--- config.mk ---
export PLATFORM = sky130hd
export DESIGN_NAME = bus_cycle_tracker
export DESIGN_NICKNAME = d
export VERILOG_FILES = /design/src/rtl/bus_trk_pkg.sv /design/src/rtl/bus_trk_ctrl.sv /design/src/rtl/bus_trk_dp.sv /design/src/rtl/bus_cycle_tracker.sv
export SDC_FILE = /design/constraint.sdc
export NUM_CORES = 1
export LEC_CHECK = 0
export BUFFER_PORTS_ARGS = -buffer_cell sky130_fd_sc_hd__buf_2
export CAP_MARGIN = 20
export CORE_MARGIN = 4
export CORE_UTILIZATION = 35
export DETAILED_ROUTE_END_ITERATION = 8
export GPL_TIMING_DRIVEN = 0
export PLACE_DENSITY = 0.64
export SLEW_MARGIN = 30
export SYNTH_ARGS = -nofsm -noshare
export SYNTH_HDL_FRONTEND = slang
export SYNTH_SLANG_ARGS = --single-unit
export TNS_END_PERCENT = 1
--- constraint.sdc ---
create_clock -name clk -period 3.1 [get_ports clk]
set_clock_uncertainty 0.05 [all_clocks]
set_input_delay 0.93 -clock clk [delete_from_list [all_inputs] [get_ports clk]]
set_output_delay 0.93 -clock clk [all_outputs]
set_load 0.005 [all_outputs]
--- src/rtl/bus_trk_pkg.sv ---
package bus_trk_pkg;

  localparam int BURST_LEN  = 4;
  localparam int BEAT_IDX_W = $clog2(BURST_LEN);

  typedef enum logic [1:0] {
    CYC_SINGLE  = 2'b00,
    CYC_BURST   = 2'b01,
    CYC_SPECIAL = 2'b10,
    CYC_INTACK  = 2'b11
  } cycKind_e;

  typedef enum logic [1:0] {
    ST_IDLE = 2'b00,
    ST_ADDR = 2'b01,
    ST_DATA = 2'b10
  } trkState_e;

  // Strobes from control to datapath, one clock each
  typedef struct packed {
    logic                  beatStb;
    logic [BEAT_IDX_W-1:0] beatIdx;
    logic                  ceStb;
    logic                  wtStb;
    logic                  weStb;
    logic                  doneStb;
  } trkStrobe_t;

endpackage

--- src/rtl/bus_trk_ctrl.sv ---
module bus_trk_ctrl
  import bus_trk_pkg::*;
(
  input  logic       clk,
  input  logic       rstN,
  input  logic       adsN,
  input  logic [1:0] cycType,
  input  logic       isWrite,
  input  logic       readyN,
  input  logic       nextAddrN,
  input  logic       maskWbEmpty,
  output trkStrobe_t strobe
);

  trkState_e             state;
  logic [BEAT_IDX_W-1:0] beatCnt;
  logic                  burstQ;
  logic                  writeQ;
  logic                  naLock;

  logic rdyHit;
  logic naHit;
  logic lastBeat;

  always_comb begin
    rdyHit   = (state == ST_DATA) && !readyN;
    naHit    = (state == ST_DATA) && !nextAddrN && !naLock &&
               (beatCnt == '0) && readyN;
    lastBeat = rdyHit && (!burstQ || (beatCnt == BEAT_IDX_W'(BURST_LEN - 1)));
  end

  always_ff @(posedge clk) begin
    if (!rstN) begin
      state   <= ST_IDLE;
      beatCnt <= '0;
      burstQ  <= 1'b0;
      writeQ  <= 1'b0;
      naLock  <= 1'b0;
    end else begin
      case (state)
        ST_IDLE: begin
          if (!adsN) begin
            state   <= ST_ADDR;
            burstQ  <= (cycKind_e'(cycType) == CYC_BURST);
            writeQ  <= isWrite;
            beatCnt <= '0;
            naLock  <= 1'b0;
          end
        end
        ST_ADDR: begin
          if (adsN) state <= ST_DATA;
        end
        ST_DATA: begin
          if (naHit) naLock <= 1'b1;
          if (rdyHit) beatCnt <= beatCnt + 1'b1;
          if (lastBeat) state <= ST_IDLE;
        end
        default: state <= ST_IDLE;
      endcase
    end
  end

  always_comb begin
    strobe.beatStb = rdyHit && !writeQ;
    strobe.beatIdx = beatCnt;
    strobe.ceStb   = naHit || (rdyHit && !writeQ && !naLock);
    strobe.wtStb   = naHit || (rdyHit && !naLock);
    strobe.weStb   = rdyHit && writeQ && !maskWbEmpty;
    strobe.doneStb = lastBeat;
  end

endmodule

--- src/rtl/bus_trk_dp.sv ---
module bus_trk_dp
  import bus_trk_pkg::*;
#(
  parameter int DATA_W = 64,
  parameter int LANE_W = 8
) (
  input  logic                  clk,
  input  logic                  rstN,
  input  trkStrobe_t            strobe,
  input  logic [DATA_W-1:0]     dataIn,
  input  logic [DATA_W/LANE_W-1:0] parIn,
  input  logic                  cacheEn,
  input  logic                  wbWt,
  input  logic                  wbEmpty,
  input  logic                  parErrClr,
  output logic                  beatValid,
  output logic [BEAT_IDX_W-1:0] beatIndex,
  output logic [DATA_W-1:0]     beatData,
  output logic                  attrCacheEn,
  output logic                  attrWbWt,
  output logic                  attrWbEmpty,
  output logic                  parErr,
  output logic                  cycleDone
);

  localparam int LANES = DATA_W / LANE_W;

  logic [LANES-1:0] laneBad;
  logic             beatBad;

  for (genvar g = 0; g < LANES; g++) begin : gLane
    assign laneBad[g] = ^{dataIn[g*LANE_W +: LANE_W], parIn[g]};
  end

  assign beatBad = strobe.beatStb && (|laneBad);

  always_ff @(posedge clk) begin
    if (!rstN) begin
      beatValid   <= 1'b0;
      beatIndex   <= '0;
      beatData    <= '0;
      attrCacheEn <= 1'b0;
      attrWbWt    <= 1'b0;
      attrWbEmpty <= 1'b0;
      parErr      <= 1'b0;
      cycleDone   <= 1'b0;
    end else begin
      beatValid <= strobe.beatStb;
      cycleDone <= strobe.doneStb;
      if (strobe.beatStb) begin
        beatIndex <= strobe.beatIdx;
        beatData  <= dataIn;
      end
      if (strobe.ceStb) attrCacheEn <= cacheEn;
      if (strobe.wtStb) attrWbWt    <= wbWt;
      if (strobe.weStb) attrWbEmpty <= wbEmpty;
      if (beatBad)        parErr <= 1'b1;
      else if (parErrClr) parErr <= 1'b0;
    end
  end

endmodule

--- src/rtl/bus_cycle_tracker.sv ---
module bus_cycle_tracker
  import bus_trk_pkg::*;
(
  input  logic        clk,
  input  logic        rstN,
  input  logic        adsN,
  input  logic [1:0]  cycType,
  input  logic        isWrite,
  input  logic        readyN,
  input  logic        nextAddrN,
  input  logic [63:0] dataIn,
  input  logic [7:0]  parIn,
  input  logic        cacheEn,
  input  logic        wbWt,
  input  logic        wbEmpty,
  input  logic        maskWbEmpty,
  input  logic        parErrClr,
  output logic        beatValid,
  output logic [1:0]  beatIndex,
  output logic [63:0] beatData,
  output logic        attrCacheEn,
  output logic        attrWbWt,
  output logic        attrWbEmpty,
  output logic        parErr,
  output logic        cycleDone
);

  trkStrobe_t strobe;

  bus_trk_ctrl u_ctrl (
    .clk         (clk),
    .rstN        (rstN),
    .adsN        (adsN),
    .cycType     (cycType),
    .isWrite     (isWrite),
    .readyN      (readyN),
    .nextAddrN   (nextAddrN),
    .maskWbEmpty (maskWbEmpty),
    .strobe      (strobe)
  );

  bus_trk_dp #(.DATA_W(64), .LANE_W(8)) u_dp (
    .clk         (clk),
    .rstN        (rstN),
    .strobe      (strobe),
    .dataIn      (dataIn),
    .parIn       (parIn),
    .cacheEn     (cacheEn),
    .wbWt        (wbWt),
    .wbEmpty     (wbEmpty),
    .parErrClr   (parErrClr),
    .beatValid   (beatValid),
    .beatIndex   (beatIndex),
    .beatData    (beatData),
    .attrCacheEn (attrCacheEn),
    .attrWbWt    (attrWbWt),
    .attrWbEmpty (attrWbEmpty),
    .parErr      (parErr),
    .cycleDone   (cycleDone)
  );

endmodule

# Yosys cells after proc, flatten, opt, wreduce, memory -nomap -nowiden
# Index checks and enable logic that the tools add are counted.
# classes
n_mux	12
bitwise_logic	1
shifts	0
n_eq_ne	9
addsub	1
n_lt_le_gt_ge	0
reduce_logical	38
multipliers	0
n_div	0
# op_table
operator	n
$reduce_xor A9 Y1	8
$logic_and A1 B1 Y1	12
$mux W2	5
$reduce_and A3 Y1	3
$reduce_or A8 Y1	1
$logic_not A1 Y1	6
$ne A2 B1 Y1 const B	3
$pmux W2 S3	1
$eq A2 B1 Y1 const B	2
$eq A2 B2 Y1 const B	2
$logic_not A2 Y1	2
$mux W1	4
$ne A2 B2 Y1 const B	2
$pmux W2 S2	1
$reduce_bool A2 Y1	2
$logic_or A1 B1 Y1	3
$add A2 B1 Y2 const B	1
$pmux W1 S2	1
$reduce_and A2 Y1	1
$not A1 Y1	1
# word_totals
memories	0
input_bits	85
out_inout_bits	72
register_bits	79
latchBits	0
ram_bits	0
romBits	0

# Longest topological paths before layout
# Gate-level depths: netlist (run 1).
# depth
depth_word	7
depth_mapped	7

# Hierarchy
# From an unflattened synthesis (run 1), not the netlist that was laid out.
# hier_totals
cells_unflattened	334
hier_area_um2	3637.2
# by_module_without_submodules
module	instances	seq_area_each_um2	cells_each	area_each_um2
bus_trk_dp	1	1441.4	291	3273.1
bus_trk_ctrl	1	140.1	43	364.1

# Worst setup path after synthesis (run 1)
# Ideal clock, no wire load.
# synth_path
path_kind	input to register
from	input port dataIn[52]
to	register u_dp.parErr
t_arrival_ns	1.981
cell_stages	6
t_required_ns	2.925
n_path_buf	0
slack_ns	0.945
cell_sequence	xor2_1 xnor3_1 xnor2_1 nand2_1 o41ai_2 nand2_1
# synth_via
elab_chain_cells	4
elab_cells_between_ends	5
# synth_rtl
item	line_no	rtl
from (decl)	bus_cycle_tracker.sv:11	input logic [63:0] dataIn,
$reduce_xor A9 Y1 *	bus_trk_dp.sv:32	assign laneBad[g] = ^{dataIn[g*LANE_W +: LANE_W], parIn[g]};
$reduce_or A8 Y1 *	bus_trk_dp.sv:35	assign beatBad = strobe.beatStb && (|laneBad);
$logic_and A1 B1 Y1 *	bus_trk_dp.sv:35	
$mux W1 / $reduce_bool A2 Y1 (equally long branches)	-	
to (signal assigned)	bus_trk_dp.sv:45	parErr <= 1'b0;
to (signal assigned)	bus_trk_dp.sv:57	if (beatBad) parErr <= 1'b1;
to (signal assigned)	bus_trk_dp.sv:58	else if (parErrClr) parErr <= 1'b0;
to (decl)	bus_trk_dp.sv:22	output logic parErr,
# Every way passes the cells marked *; elsewhere a longest branch is shown, timed or not.
# A chain may end at the register's enable or synchronous reset.

# Worst setup path in the final report (run 1)
# layout_path
from	input port dataIn[43]
to	register u_dp.parErr
# Same word-level chain as after synthesis.

==> results of run 1 <==
[path summary, 6_finish.rpt]
check                       to  slack [ns]
max reg2reg  u_dp.beatData[37]        1.27
min reg2reg  u_dp.beatData[61]        0.40
max                u_dp.parErr        0.92
min          u_dp.beatData[61]        0.40
[worst max-delay path, cell delays in order]
cell and delay (ns):
buf_2 0.11, xor2_1 0.15, xnor3_1 0.45, xnor2_1 0.28, nand4_1 0.15, o41ai_2 0.22
nand2_1 0.07
[kinds of logic (layout without fill, tap and decap cells)]
| kind of cell | count (synthesis) | after routing |
|---|---|---|
| xor gates and xnor gates | 58 | 58 |
| DFF | 79 | 79 |
| AOI/OAI and AO/OA | 77 | 77 |
| buffers and inverters | 29 | 200 |
| and+or+nand+nor | 161 | 161 |
| adders and majority gates | 2 | 2 |
| muxes | 3 | 3 |
[through the flow]
step	area [um^2]	total power, mW	utilization [%]	cells	hold WS, ns
floorplan	3398	1.262	-	409	0.3932
global placement	4335	1.390	46.48	693	0.3890
detailed placement	4335	1.393	46.48	693	0.3932
CTS	4534	2.170	48.61	709	0.4039
global route	4534	2.237	48.61	709	0.4227
finish	4534	2.130	48.61	709	0.4001
[routing by layer]
layer / up-vias / share of wire, % / global-route usage [%]
li1: 1646 / - / -
met1: 1452 / 43 / 20.30
met2: 101 / 48 / 27.60
met3: 9 / 7.3 / 4.918
met4: 0 / 1.4 / 5.205
met5: - / 0 / 0
[layout make-up]
type	count	area share (%)
tap	129	3.560
multi-input combinational	301	37.36
clock buffer	11	3.118
clock inverter	5	1.269
timing repair buffer	155	17.11
buffer	24	2.290
sequential	79	34.88
inverter	5	0.4139
[placed cells by master (no fill, tap or decap), types with 2 or more instances in the layout]
cell type	n
a21oi_1	71
buf_2	165
clkbuf_1	13
clkbuf_8	10
clkinvlp_4	3
dfxtp_1	79
ha_1	2
inv_1	4
mux2i_1	3
nand2_1	139
nand2b_1	2
nand3b_1	3
nor2_1	8
nor3_1	4
or3_1	2
xnor2_1	36
xnor3_1	6
xor2_1	16
[power breakdown]
group	internal [mW]	switching, mW	leakage [nW]	total [mW]
clock	0.393	0.373	0.0916	0.766
sequential	1.03	0.00793	0.638	1.04
combinational	0.170	0.158	1.26	0.328
total	1.59	0.539	1.99	2.13
[sequential cells by signal (all words and copies together), names as in the netlist]
| signal | count |
|---|---|
| u_dp.cycleDone | 1 |
| u_dp.attrWbEmpty | 1 |
| u_ctrl.beatCnt | 2 |
| u_dp.beatIndex | 2 |
| u_ctrl.burstQ | 1 |
| u_dp.parErr | 1 |
| u_dp.beatData | 64 |
| u_ctrl.state | 2 |
| u_dp.beatValid | 1 |
| u_dp.attrCacheEn | 1 |
| u_dp.attrWbWt | 1 |
| u_ctrl.naLock | 1 |
| u_ctrl.writeQ | 1 |
==> flow_summary_export.csv, run 1 <==
group,metric,value,unit
run_status,outcome,"finished, final reports clean",
global_route,grt-ovfl-total,0,
detailed_routing,vias,3208,
detailed_routing,wire_per_inst,13.07,um
logic_synthesis,yosysUniqueCellTypes,28,
logic_synthesis,synth_compound_area_share,12.04,%
logic_synthesis,synth-xor-area-share,17.38,%
timing,timing.final.crit_share,70.31,%
worst_setup_path,regToRegStartpoint,"u_ctrl.state[1]",
logic_synthesis,ys_ff_latch,79,
logic_synthesis,avgSynthCellArea,8.309,um^2
finish,syn2layout_area_growth,33.43,%
logic_synthesis,syn_nets,496,
timing,slew_headroom,64.33,%
clocking,cts.clk_slew.worst_paths,0.08,ns
worst_setup_path,crit_fanout,2,
placed_design,post-place-ws,0.5782,ns
finish,finalNetCount,662,
detailed_routing,drc,0,
die,core.rowCount,35,
clocking,cts_repair_resize_count,0,
timing,final-hold-violation-count,0,
clocking,cts_tree,"yes",
detailed_routing,wl,9270,um
timing,setup_tns,0,ns
die,initial_utilization,36.43,%
finish,num_antenna_cells,0,
timing,finalMaxSlewViolations,0,
logic_synthesis,synthTopCellsByArea,"dfxtp_1 47%, nand2_1 15%, a21oi_1 10%",
logic_synthesis,synth_edf_count,0,
clocking,h-tree-depth,3,
timing,rsz0062_at_grt,"false",
logic_synthesis,yosys.area_share.simple,18.81,%
clocking,clk_path_buf_depth,2,
global_route,grt_pass1_vias,3079,
placed_design,port_buffers,155,
clocking,cts_inserted_buffers,9,
die,ios,157,
die,core,0.009328,mm^2
logic_synthesis,synth_top_family_by_area,"simple AND/OR/NAND/NOR gates",
timing,setup_slack,0.9203,ns
logic_synthesis,synthCells,409,
die,dieArea,0.01135,mm^2
timing,finalSetupViolCount,0,
min_path,min_path_type,"reg2reg",
detailed_routing,firstDrtPassIters,4,
clocking,cts_sinks,79,
logic_synthesis,synth_top_area_cell,"dfxtp_1",
power,power.density,469.8,mW/mm^2
power,vdd_drop_max,291.2,uV
finish,regArea,0.001582,mm^2
logic_synthesis,synth-seq-area-share,46.54,%
clocking,clk_latency,0.34,ns
placed_design,gp_congestion,0.7615,
detailed_routing,postRouteAntennaNets,0,
global_route,grt_pass1_wl,14950,um
clocking,ctsHoldBuffers,0,
logic_synthesis,muxShareOfSynthArea,0.8837,%
flow_run,cap_violations,0,
worst_setup_path,required,3.28,ns
die,die_x,106.5,um
timing,clock.fmax,458.8,MHz
finish,multiInputGateArea,0.001694,mm^2
worst_setup_path,crit_path_end_kind,"flop",
logic_synthesis,synth_fa_ha_area_share,0.7364,%
logic_synthesis,synth_commonest_cells,"139 x nand2_1, 79 x dfxtp_1, 71 x a21oi_1, 36 x xnor2_1, 16 x xor2_1",
logic_synthesis,netlist_area,0.003398,mm^2
global_route,antenna_found_initial,0,
clocking,post_cts_buffers,0,
logic_synthesis,async_reset_ff_share,0,%
finish,nFillCells,969,
worst_setup_path,crit_start,"dataIn[43]",
logic_synthesis,synth.most_common_cell,"nand2_1",
finish,drive_gt1_share,31.55,%
die,die_h,106.5,um
global_route,grt_start_max_net_pins,14,
logic_synthesis,yosys.area.top_type_share,46.54,%
timing,worst_slew_pin_slew,0.5351,ns
worst_setup_path,start_kind,"input pin",
worst_setup_path,arrival,2.36,ns
detailed_routing,drt-initial-drc-count,114,
timing,period_needed,2.180,ns
power,p_leak,1.989,nW
logic_synthesis,synth_ff_type,"dfxtp_1",
min_path,hold_path_depth,2,
global_route,grt_usage,16.46,%
clocking,cts-root-buf,"clkbuf_8",
logic_synthesis,ys_warn_count,0,
worst_setup_path,reg2reg_depth,7,
min_path,hold_start,"u_dp.beatData[61]",
worst_setup_path,worstSetupPathType,"in2reg",
placed_design,place_hpwl,7275,um
detailed_routing,via_per_inst,4.525,
(Power assumes the default switching activity.)
==> run 2: changes to the inputs <==
--- a/config.mk
+++ b/config.mk
@@ -11,7 +11,7 @@
 export CORE_UTILIZATION = 35
 export DETAILED_ROUTE_END_ITERATION = 8
 export GPL_TIMING_DRIVEN = 0
-export PLACE_DENSITY = 0.64
+export PLACE_DENSITY = 0.66
 export SLEW_MARGIN = 30
 export SYNTH_ARGS = -nofsm -noshare
 export SYNTH_HDL_FRONTEND = slang
==> constraint.sdc (replaced) <==
create_clock -name clk -period 1.85 [get_ports clk]
set_clock_uncertainty 0.05 [all_clocks]
set_input_delay 0.555 -clock clk [delete_from_list [all_inputs] [get_ports clk]]
set_output_delay 0.555 -clock clk [all_outputs]
set_load 0.005 [all_outputs]
==> flow_summary_export.csv, run 2 (synthesis gave the netlist of run 1 again) <==
group,metric,value,unit
run_status,outcome,"finished, final reports clean",
timing,finalSetupViolCount,0,
global_route,antenna_found_initial,0,
worst_setup_path,regToRegStartpoint,"u_ctrl.state[0]",
finish,num_antenna_cells,0,
timing,period_needed,1.811,ns
die,ios,157,
placed_design,port_buffers,155,
finish,drive_gt1_share,33.45,%
timing,setup_tns,0,ns
detailed_routing,wire_per_inst,13.29,um
detailed_routing,vias,3224,
finish,multiInputGateArea,0.001767,mm^2
placed_design,gp_congestion,0.7962,
detailed_routing,firstDrtPassIters,4,
min_path,min_path_type,"in2reg",
clocking,clk_path_buf_depth,2,
timing,slew_headroom,62.82,%
placed_design,place_hpwl,7324,um
global_route,grt_usage,16.04,%
detailed_routing,wl,9423,um
clocking,cts_inserted_buffers,9,
finish,final_common_cell,"buf_2",
timing,clock.fmax,552.2,MHz
detailed_routing,postRouteAntennaNets,0,
finish,top_register,"u_dp.beatData",
die,core,0.009328,mm^2
clocking,post_cts_buffers,0,
min_path,hold_path_depth,2,
worst_setup_path,required,2.03,ns
timing,finalMaxSlewViolations,0,
die,die_x,106.5,um
worst_setup_path,reg2reg_depth,7,
worst_setup_path,r2r-end,"u_dp.beatData[37]",
flow_run,cap_violations,0,
worst_setup_path,start_kind,"input pin",
clocking,h-tree-depth,3,
finish,syn2layout_area_growth,36.27,%
finish,layout_common_cells,"159 x buf_2, 139 x nand2_1, 78 x dfxtp_1",
min_path,hold_start,"adsN",
detailed_routing,drt-initial-drc-count,84,
min_path,holdPathEnd,"u_ctrl.state[0]",
timing,rsz0062_at_grt,"true",
power,power.density,781.4,mW/mm^2
worst_setup_path,arrival,1.99,ns
global_route,grt-ovfl-total,0,
finish,regArea,0.001583,mm^2
clocking,cts_tree,"yes",
finish,finalNetCount,662,
finish,nFillCells,951,
timing,worst_slew_pin_slew,0.5578,ns
global_route,grt_pass1_wl,14630,um
power,vdd_drop_max,309.2,uV
power,finalPower,3.618,mW
timing,final-hold-violation-count,0,
worst_setup_path,crit_fanout,2,
detailed_routing,via_per_inst,4.547,
global_route,grt_start_max_net_pins,14,
die,initial_utilization,36.43,%
global_route,grt_pass1_vias,3146,
worst_setup_path,crit_path_end_kind,"flop",
worst_setup_path,worstSetupPathType,"in2reg",
power,p_leak,2.052,nW
timing,timing.final.crit_share,97.88,%
clocking,clk_latency,0.34,ns
clocking,cts.clk_slew.worst_paths,0.08,ns
die,dieArea,0.01135,mm^2
clocking,cts_sinks,79,
detailed_routing,drc,0,
die,core.rowCount,35,
die,die_h,106.5,um
worst_setup_path,reg2reg_slack,0.13,ns
clocking,cts-root-buf,"clkbuf_8",
finish,largest_reg_flops,64,
## run 2: cell count changes in the layout (fill, tap and decap cells not counted)
cell,change
nand2b_1,-1
nand2b_4,+1
clkbuf_4,+3
buf_2,-6
nor3_2,+1
dfxtp_1,-1
buf_4,+1
nor3_1,-1
xnor2_2,+8
buf_6,+2
dfxtp_2,+1
xnor2_1,-8
## run 2: how the worst max path moves through the flow
| stage | start | end | slack, ns | cells after the start |
|---|---|---|---|---|
| after floorplan | dataIn[52] | u_dp.parErr | 0.07 | 6 |
| after global placement | dataIn[43] | u_dp.parErr | -0.33 | 7 |
| after detailed placement | dataIn[47] | u_dp.parErr | -0.33 | 7 |
| after CTS | dataIn[43] | u_dp.parErr | 0.002 | 7 |
| after global routing | dataIn[46] | u_dp.parErr | -0.08 | 7 |
| final | dataIn[46] | u_dp.parErr | 0.04 | 7 |
## run 2: report_power, final
group / total [mW] / switching [mW] / internal [mW] / leakage (nW)
clock: 1.28 / 0.626 / 0.659 / 0.0916
sequential: 1.74 / 0.0140 / 1.72 / 0.638
combinational: 0.598 / 0.284 / 0.315 / 1.32
## run 2: critical path: stages
cell	delay, ns
buf_6	0.10
xnor2_2	0.15
xnor3_1	0.46
xnor2_2	0.20
nand4_1	0.12
o41ai_2	0.32
nand2_1	0.09
## run 2: what timing repair did
action,in CTS,in global routing
pin swaps,0,10
hold buffers,0,0
setup endpoints to repair,7,32
endpoints found under the hold margin,0,0
gates resized for setup,2,19
## run 2: final cells by class
| cell class | count | share of cell area (%) |
|---|---|---|
| plain buffers | 24 | 2.459 |
| clock buffers | 11 | 3.053 |
| well taps | 129 | 3.486 |
| repair buffers | 155 | 17.02 |
| flip-flops and latches | 79 | 34.18 |
| multi-input cells | 301 | 38.15 |
| clock inverters | 5 | 1.243 |
| inverters | 5 | 0.4053 |
## run 2: per-layer routing
| metal | wire length (um) | track usage (%) |
|---|---|---|
| met1 | 4104 | 19.49 |
| met2 | 4532 | 27.24 |
| met3 | 688 | 4.675 |
| met4 | 97 | 5.205 |
| met5 | 0 | 0 |
## run 2: per-stage QoR
step	utilization [%]	setup WS [ns]	cells	hold WS, ns	area [um^2]
floorplan	-	0.06988	409	0.3932	3398
global placement	46.48	-0.3342	693	0.3893	4335
detailed placement	46.48	-0.3328	693	0.3950	4335
CTS	48.69	0.001510	709	0.3365	4542
global route	49.64	-0.08345	709	0.3458	4631
finish	49.64	0.03917	709	0.3586	4631
==> run 3: changes to the inputs <==
--- a/config.mk
+++ b/config.mk
@@ -11,9 +11,11 @@
 export CORE_UTILIZATION = 35
 export DETAILED_ROUTE_END_ITERATION = 8
 export GPL_TIMING_DRIVEN = 0
-export PLACE_DENSITY = 0.66
+export PLACE_DENSITY = 0.65
+export REMOVE_ABC_BUFFERS = 1
 export SLEW_MARGIN = 30
 export SYNTH_ARGS = -nofsm -noshare
 export SYNTH_HDL_FRONTEND = slang
+export SYNTH_HIERARCHICAL = 1
 export SYNTH_SLANG_ARGS = --single-unit
 export TNS_END_PERCENT = 1
==> flow_summary_export.csv, run 3 <==
group,metric,value,unit
worst_setup_path,r2r-end,"u_dp/beatData[27]",
timing,clock.fmax,563.3,MHz
finish,largest_reg_flops,64,
timing,timing.final.crit_share,95.96,%
timing,slew_headroom,58.44,%
timing,rsz0062_at_grt,"true",
clocking,h-tree-depth,3,
global_route,grt-ovfl-total,0,
finish,finalNetCount,582,
worst_setup_path,crit_fanout,10,
placed_design,gp_congestion,0.7179,
logic_synthesis,yosys.area.top_type_share,43.48,%
run_status,outcome,"finished, final reports clean",
power,power.density,773.8,mW/mm^2
clocking,cts_sinks,79,
logic_synthesis,netlist_area,0.003637,mm^2
placed_design,place_hpwl,6215,um
worst_setup_path,required,2.05,ns
power,pwr-share-clk,39.3,%
timing,period_needed,1.775,ns
finish,layout_common_cells,"155 x buf_2, 78 x dfxtp_1, 72 x nor2b_1",
timing,worst_slew_pin_slew,0.6234,ns
power,internal_power,2.990,mW
logic_synthesis,synthTopCellsByArea,"dfxtp_1 43%, mux2i_1 19%, nor2b_1 12%",
clocking,cts.clk_slew.worst_paths,0.08,ns
timing,finalMaxSlewViolations,0,
logic_synthesis,synth.most_common_cell,"dfxtp_1",
logic_synthesis,synth_ff_type,"dfxtp_1",
worst_setup_path,regToRegStartpoint,"u_ctrl/state[0]",
finish,num_antenna_cells,0,
logic_synthesis,synth-seq-area-share,43.48,%
clocking,ctsHoldBuffers,0,
logic_synthesis,ys_warn_count,6,
detailed_routing,firstDrtPassIters,4,
min_path,min_path_type,"in2reg",
power,seq_power_share,44.9,%
worst_setup_path,worstSetupPathType,"reg2reg",
clocking,cts_inserted_buffers,9,
finish,final_common_cell,"buf_2",
worst_setup_path,reg2reg_slack,0.07,ns
min_path,hold_start,"adsN",
die,core.rowCount,36,
min_path,holdPathEnd,"u_ctrl/state[0]",
detailed_routing,postRouteAntennaNets,0,
die,dieArea,0.01209,mm^2
detailed_routing,via_per_inst,4.412,
detailed_routing,drt-initial-drc-count,64,
die,core,0.009955,mm^2
finish,top_register,"u_dp/beatData",
timing,final-hold-violation-count,0,
global_route,antenna_found_initial,0,
worst_setup_path,crit_path_end_kind,"flop",
logic_synthesis,synth_top_area_cell,"dfxtp_1",
flow_run,cap_violations,0,
worst_setup_path,arrival,1.97,ns
min_path,hold_path_depth,2,
finish,final_cells,631,
power,p_leak,2.127,nW
die,initial_utilization,36.54,%
global_route,grt_start_max_net_pins,82,
power,switching_share,22.71,%
finish,nFillCells,933,
detailed_routing,wl,8597,um
power,power_frac_comb,15.8,%
finish,drive_gt1_share,38.96,%
clocking,cts_tree,"yes",
logic_synthesis,async_reset_ff_share,0,%
global_route,grt_pass1_vias,2846,
logic_synthesis,ys_ff_latch,79,
logic_synthesis,synth_commonest_cells,"79 x dfxtp_1, 72 x nor2b_1, 70 x mux2i_1, 36 x xnor2_1, 16 x xor2_1",
detailed_routing,wire_per_inst,13.62,um
timing,holdWs,0.3437,ns
clocking,cts-root-buf,"clkbuf_8",
power,vdd_drop_max,357.6,uV
logic_synthesis,synthCells,334,
clocking,clk_latency,0.35,ns
finish,syn2layout_area_growth,37.46,%
global_route,grt_pass1_wl,13120,um
clocking,clk_path_buf_depth,2,
logic_synthesis,synth_edf_count,0,
timing,finalSetupViolCount,0,
detailed_routing,drc,0,
power,p_switching,0.8787,mW
die,die_h,109.9,um
die,die_x,109.9,um
placed_design,dp_cells,608,
worst_setup_path,reg2reg_depth,7,
placed_design,port_buffers,156,
logic_synthesis,avgSynthCellArea,10.89,um^2
worst_setup_path,start_kind,"flop",
global_route,grt_usage,14.12,%
detailed_routing,vias,2784,
die,ios,157,
logic_synthesis,yosysUniqueCellTypes,26,
-- run 3: cell types whose count changed in the layout (fill, tap and decap cells not counted), sizes merged, moves of 7 or more --
cell,change
nor2b,+72
nand2,-129
nor2,-7
a21oi,-71
mux2i,+67
clkbuf,-16
-- run 3: timing repair --
item | in CTS | in global routing
cloned | 2 | 0
buffers inserted | 3 | 5
endpoints found under the setup margin | 53 | 15
pin swaps | 0 | 5
gates resized for setup | 1 | 11
-- run 3: cell type report --
| class | count | area (um^2) | share of cell area (%) |
|---|---|---|---|
| clock buffer | 10 | 137.6 | 2.753 |
| clock inverter | 4 | 95.09 | 1.902 |
| inverter | 2 | 7.507 | 0.1502 |
| multi-input combinational | 234 | 2027 | 40.54 |
| sequential | 79 | 1583 | 31.66 |
| tap | 133 | 166.4 | 3.328 |
| timing repair buffer | 169 | 983.4 | 19.67 |
-- run 3: worst max-delay path, cell delays in order, from the launching register on --
cell,delay [ns]
dfxtp_1,0.34
or3b_4,0.42
nor2_4,0.14
clkbuf_16,0.19
buf_4,0.14
buf_16,0.13
mux2i_1,0.20
nor2b_1,0.06
-- run 3: logic make-up after synthesis --
group / count (synthesis) / share of synthesized area (%)
AOI/OAI and AO/OA: 9 / 1.892
adders and majority gates: 2 / 0.6879
xor gates and xnor gates: 58 / 16.24
buffers and inverters: 21 / 2.546
muxes: 70 / 19.26
DFF: 79 / 43.48
and+or+nand+nor: 95 / 15.89
-- run 3: metrics by stage --
stage	cell area (um^2)	util (%)	setup WS [ns]	TNS, ns	total power, mW
2_1_floorplan	3552	-	-3.841	-256.02	2.130
6_report	5000	50.23	0.07466	0	3.869
4_1_cts	4915	49.37	0.01787	0	3.898
5_1_grt	5000	50.23	-0.005618	-0.008098	4.060
3_3_place_gp	4499	45.20	-5.403	-360.42	2.349
3_5_place_dp	4619	46.41	-0.5454	-23.99	2.355
-- run 3: per-layer routing --
metal / global-route usage (%) / vias to the layer above / part of all wire, %
li1: - / 1426 / -
met1: 17.67 / 1251 / 45
met2: 22.23 / 101 / 46
met3: 5.167 / 6 / 9.1
met4: 5.076 / 0 / 0.64
met5: 0 / - / 0
-- run 3: worst max-delay path by stage --
stage,from,end,slack [ns]
3_3_place_gp,readyN,u_dp/parErr,-5.40
5_1_grt,dataIn[13],u_dp/parErr,-0.006
6_report,u_ctrl/state[0],u_dp/beatData[27],0.07
2_1_floorplan,readyN,u_dp/parErr,-3.84
4_1_cts,dataIn[47],u_dp/parErr,0.02
3_5_place_dp,readyN,u_dp/beatData[27],-0.55
-- run 3: power groups by stage --
stage                     clock, mW  sequential, mW  combinational, mW
after global placement            0            1.77              0.576
after CTS                      1.57            1.74              0.588
after detailed placement          0            1.78              0.579
final                          1.52            1.74              0.611
after floorplan                   0            1.78              0.354
after global routing           1.65            1.74              0.667
